`config.mk`:
```
export PLATFORM = sky130hd
export DESIGN_NAME = rsp_track_dp
export DESIGN_NICKNAME = d
export VERILOG_FILES = /design/src/rtl/rsp_track_pkg.sv /design/src/rtl/rsp_track_dp.sv
export SDC_FILE = /design/constraint.sdc
export NUM_CORES = 1
export LEC_CHECK = 0
export BUFFER_PORTS_ARGS = -buffer_cell sky130_fd_sc_hd__buf_2
export CORE_MARGIN = 3
export CORE_UTILIZATION = 50
export DETAILED_ROUTE_END_ITERATION = 10
export GPL_TIMING_DRIVEN = 0
export PLACE_DENSITY = 0.76
export SETUP_SLACK_MARGIN = 0.15
export SYNTH_ARGS = -nofsm -noshare
export SYNTH_HDL_FRONTEND = slang
export SYNTH_SLANG_ARGS = --single-unit
```
`constraint.sdc`:
```
create_clock -name clk -period 3 [get_ports clk]
set_clock_uncertainty 0.15 [all_clocks]
set_input_delay 0.3 -clock clk [delete_from_list [all_inputs] [get_ports clk]]
set_output_delay 0.3 -clock clk [all_outputs]
set_load 0.03 [all_outputs]
```
`src/rtl/rsp_track_pkg.sv`:
```
package rsp_track_pkg;
  localparam int OPC_W = 2;
  localparam logic [OPC_W-1:0] OPC_READ  = 2'd0;
  localparam logic [OPC_W-1:0] OPC_WRITE = 2'd1;

  // strobes from control to datapath
  typedef struct packed {
    logic push;
    logic pop;
    logic setOpc;
    logic setUnexp;
    logic setPerm;
    logic setLast;
  } strobes_t;
endpackage

```
`src/rtl/rsp_track_dp.sv`:
```
module rsp_track_dp
  import rsp_track_pkg::*;
#(
  parameter int SRC_W  = 2,
  parameter int LEN_W  = 8,
  parameter int BYTES  = 4,
  parameter int QDEPTH = 4,
  localparam int NTAG   = 1 << SRC_W,
  localparam int MAXB   = (2*(BYTES-1) + (1<<LEN_W)) / BYTES,
  localparam int BCNT_W = $clog2(MAXB+1),
  localparam int OWED_W = $clog2(QDEPTH*MAXB+1),
  localparam int PTR_W  = $clog2(QDEPTH)
) (
  input  logic              clk,
  input  logic              rst,
  input  logic              errClear,
  input  strobes_t          strb,
  input  logic [SRC_W-1:0]  pushTag,
  input  logic [BCNT_W-1:0] pushBeats,
  input  logic [SRC_W-1:0]  popTag,
  output logic [NTAG-1:0]   owedZero,
  output logic [NTAG-1:0]   headFinal,
  output logic              errBadOpcode,
  output logic              errUnexpected,
  output logic              errPermission,
  output logic              errLastMismatch
);
  for (genvar t = 0; t < NTAG; t++) begin : g_tag
    logic [BCNT_W-1:0] fifo [QDEPTH];
    logic [PTR_W-1:0]  wrPtr, rdPtr;
    logic [BCNT_W-1:0] headCnt;
    logic [OWED_W-1:0] owed;
    logic              pushHere, popHere, headDone;

    assign pushHere = strb.push && (pushTag == SRC_W'(t));
    assign popHere  = strb.pop && (popTag == SRC_W'(t));
    assign headDone = (headCnt + BCNT_W'(1)) == fifo[rdPtr];

    always_ff @(posedge clk) begin
      if (pushHere) fifo[wrPtr] <= pushBeats;
    end

    always_ff @(posedge clk) begin
      if (rst) begin
        wrPtr   <= '0;
        rdPtr   <= '0;
        headCnt <= '0;
        owed    <= '0;
      end else begin
        if (pushHere) wrPtr <= wrPtr + PTR_W'(1);
        if (popHere) begin
          if (headDone) begin
            rdPtr   <= rdPtr + PTR_W'(1);
            headCnt <= '0;
          end else begin
            headCnt <= headCnt + BCNT_W'(1);
          end
        end
        owed <= owed + (pushHere ? OWED_W'(pushBeats) : '0)
                     - (popHere ? OWED_W'(1) : '0);
      end
    end

    assign owedZero[t]  = owed == '0;
    assign headFinal[t] = headDone;
  end

  always_ff @(posedge clk) begin
    if (rst) begin
      errBadOpcode    <= 1'b0;
      errUnexpected   <= 1'b0;
      errPermission   <= 1'b0;
      errLastMismatch <= 1'b0;
    end else begin
      errBadOpcode    <= strb.setOpc   || (errBadOpcode    && !errClear);
      errUnexpected   <= strb.setUnexp || (errUnexpected   && !errClear);
      errPermission   <= strb.setPerm  || (errPermission   && !errClear);
      errLastMismatch <= strb.setLast  || (errLastMismatch && !errClear);
    end
  end
endmodule

```
==> run metrics <==
Tot Pwr 8400 µW; fmax 340 MHz; Final Slew Violations 0; global-route wire length before repair 32.3 mm; Fin. Hold Viols 0; drt pass-1 iters 5; outcome completed; Final #Nets 1,047; Critical Path Most Common Cell buf_6; Async SR Flop Fraction 0; CP Data Required Time 2.55 ns; Crit. End Element output port; core outline area 0.0197 mm²; slowest CP cell mux4_2; overall die area 0.0221 mm²; RSZ-0062 raised after global routing yes; EDFF count, synth 112; DRT iter0 DRCs 234; Slew HR 0.490; Met1 Wirelength 8.78 mm; CP Data Arrival Time 2.49 ns; critical setup path kind flip-flop to output port; I/O Buffers 31; slowest stage delay, CP 0.54 ns; NetSw 2490 µW; post-route clock period utilization 0.981; CTS tree yes; Fillers 1,516; Yosys top cell area share 0.331; Mapped Area 0.0102 mm²; r2r setup slk 0.42 ns; final-report setup violation count 0; # IOs 32; routability-driven placement congestion ratio 0.793; DP Area 0.0107 mm²; area grow syn2layout 16.4%; Routed WL 20.0 mm; HP Class input pin to flip-flop; startpoint types flip-flop; Worst Tran Pin Value 0.765 ns; Post-Syn Nets 971; global route overflow 0; CTS buffer count 23; vias in the first global route 6,394; CTS HTree Levels 1; critical-path maximum fanout 6; sequential area share after synthesis 0.512; row count 51; die height 149 µm; met2 WL 9.94 mm; synthesized instance count 867; DR WL/cell 16.4 µm; Final Instance Area 0.0118 mm²; Num Clock Sinks 204; initial antenna violation count 0; drt drc 0; Cell variety after synth 48; synth top area cells edfxtp_1 33%, dfxtp_1 18%, ha_1 9.9%, mux4_2 5.1%, inv_1 4.0%; met3 WL 858 µm; leakage power 0.00480 µW; dominant cell type by area after synthesis edfxtp_1; register bit count reported by yosys 204; Root Buffer Master clkbuf_16; Initial Utilization 0.515; VDD IR-drop max 0.000587 V; cell area power density 710 mW/mm²; vias per cell 5.22; Tot GR Track Use 0.185; Top FF cell, synth edfxtp_1; share of power burned in registers 0.388; switching power share of the total 0.296; clk_lat worst skew 0.50 ns; Max Used Layer met4; Combinational Power Share 0.272; Max-cap violations 0; Clk pin slew, worst setup/hold paths 0.06 ns; dpl hpwl 12.9 mm; die span in x 149 µm; Pint 5910 µW; clk buf depth 3; synth warn 0; Final min period 2.94 ns; crit-path cells buf_6, mux4_2, xnor3_1, and3b_1, o2111a_1, buf_6, buf_6, buf_6; Clock power frac 0.340; largest net degree at the start of global routing 21; diode count 0; vias post-DR 6,395; Routed Antenna Nets 0; share of layout cells above drive strength 1 0.189; mean post-synth cell area 11.7 µm²
==> critical path: cells and delay by family (launching register included) <==
kind	cells	cell delay, ns
AOI/OAI and AO/OA	1	0.25
xor gates and xnor gates	1	0.23
buffers and inverters	4	0.47
DFF	1	0.32
muxes	1	0.54
and+or+nand+nor	1	0.18
==> worst paths after layout <==
check             startpoint                  end  cells past startpoint
min                 errClear      errLastMismatch                      4
max reg2reg        flip-flop  g_tag[1].headCnt[4]                      7
min reg2reg  errLastMismatch      errLastMismatch                      2
max                flip-flop         headFinal[2]                      8
==> power groups by stage <==
stage	Clock, µW	Sequential [µW]	Combinational [µW]
finish	2850	3260	2290
global route	3000	3280	2630
CTS	2900	3260	2220
detailed placement	0	3320	2170
global placement	0	3310	2090
floorplan	0	3300	1770
==> kinds of logic (layout without fill, tap and decap cells) <==
family	Yosys count	in the layout	share of synthesized area
AOI/OAI and AO/OA	92	92	0.0536
xor gates and xnor gates	85	85	0.0941
adders and majority gates	84	84	0.106
DFF	204	204	0.512
buffers and inverters	137	229	0.0554
muxes	30	30	0.0659
and+or+nand+nor	235	235	0.112
==> cells in the final DEF, fill, tap and decap left out, types with 23 or more instances in the layout <==
cell type and n:
nor2_1 74, nand2_1 68, xor2_1 31, inv_1 105, ha_1 76, mux4_2 28, clkbuf_16 23, edfxtp_1 112
buf_2 27, dfxtp_1 84, a21oi_1 37, xnor2_1 37
==> synthesized netlist by cell type (3+ instances only) <==
cell type,instances
a22oi_1,7
o21ai_0,15
and2_1,16
o21ai_1,4
nand2_1,68
o21ai_2,6
buf_6,3
nand3b_1,9
edfxtp_1,112
buf_4,6
nor3_1,12
fa_1,4
nor2b_1,9
o21bai_1,6
mux4_2,23
inv_1,107
nor4_1,4
clkbuf_1,17
nor2_1,76
dfxtp_1,92
a21oi_1,44
and3_1,12
xnor3_1,13
mux4_1,5
a21o_1,8
xor2_1,31
xnor2_1,39
and4_1,4
nand3_1,12
ha_1,80
==> layout make-up <==
cell class / count / area, µm² / area share
Sequential cell: 204 / 5220 / 0.441
Multi-Input combinational cell: 526 / 4500 / 0.380
Clock buffer: 25 / 593 / 0.0501
Inverter: 107 / 404 / 0.0342
Timing Repair Buffer: 51 / 350 / 0.0296
Tap cell: 265 / 332 / 0.0280
Buffer: 30 / 251 / 0.0213
Clock inverter: 16 / 184 / 0.0155
==> per-stage QoR <==
| step | cells | setup WS (ns) | util | hold slack, ns | setup TNS [ns] |
|---|---|---|---|---|---|
| after global routing | 1224 | -0.0208 | 0.600 | 0.0507 | -0.0208 |
| after detailed placement | 1163 | -0.547 | 0.543 | 0.326 | -3.51 |
| final | 1224 | 0.0559 | 0.600 | 0.0163 | 0 |
| after floorplan | 867 | 0.166 | - | 0.249 | 0 |
| after global placement | 1163 | -0.474 | 0.543 | 0.307 | -2.86 |
| after CTS | 1220 | 0.0445 | 0.594 | 0.00113 | 0 |
==> sequential cells by signal (all words and copies together) (netlist names), named ones only <==
name	count
g_tag.fifo	112
errPermission	1
g_tag.wrPtr	8
errUnexpected	1
g_tag.headCnt	28
errLastMismatch	1
g_tag.owed	36
g_tag.rdPtr	8
errBadOpcode	1
==> routing by layer <==
metal  global-route usage  vias to the layer above
li1                     -                     3123
met1                0.239                     3091
met2                0.320                      149
met3               0.0305                       32
met4               0.0564                        0
met5                    0                        -
==> timing repair <==
action	in CTS	in global routing
hold buffers	5	0
pin swaps	9	18
setup endpoints to repair	8	13
resized for setup	39	37
buffers inserted	11	4
hold endpoints to repair	4	0
Power figures use the tool's default switching activity.
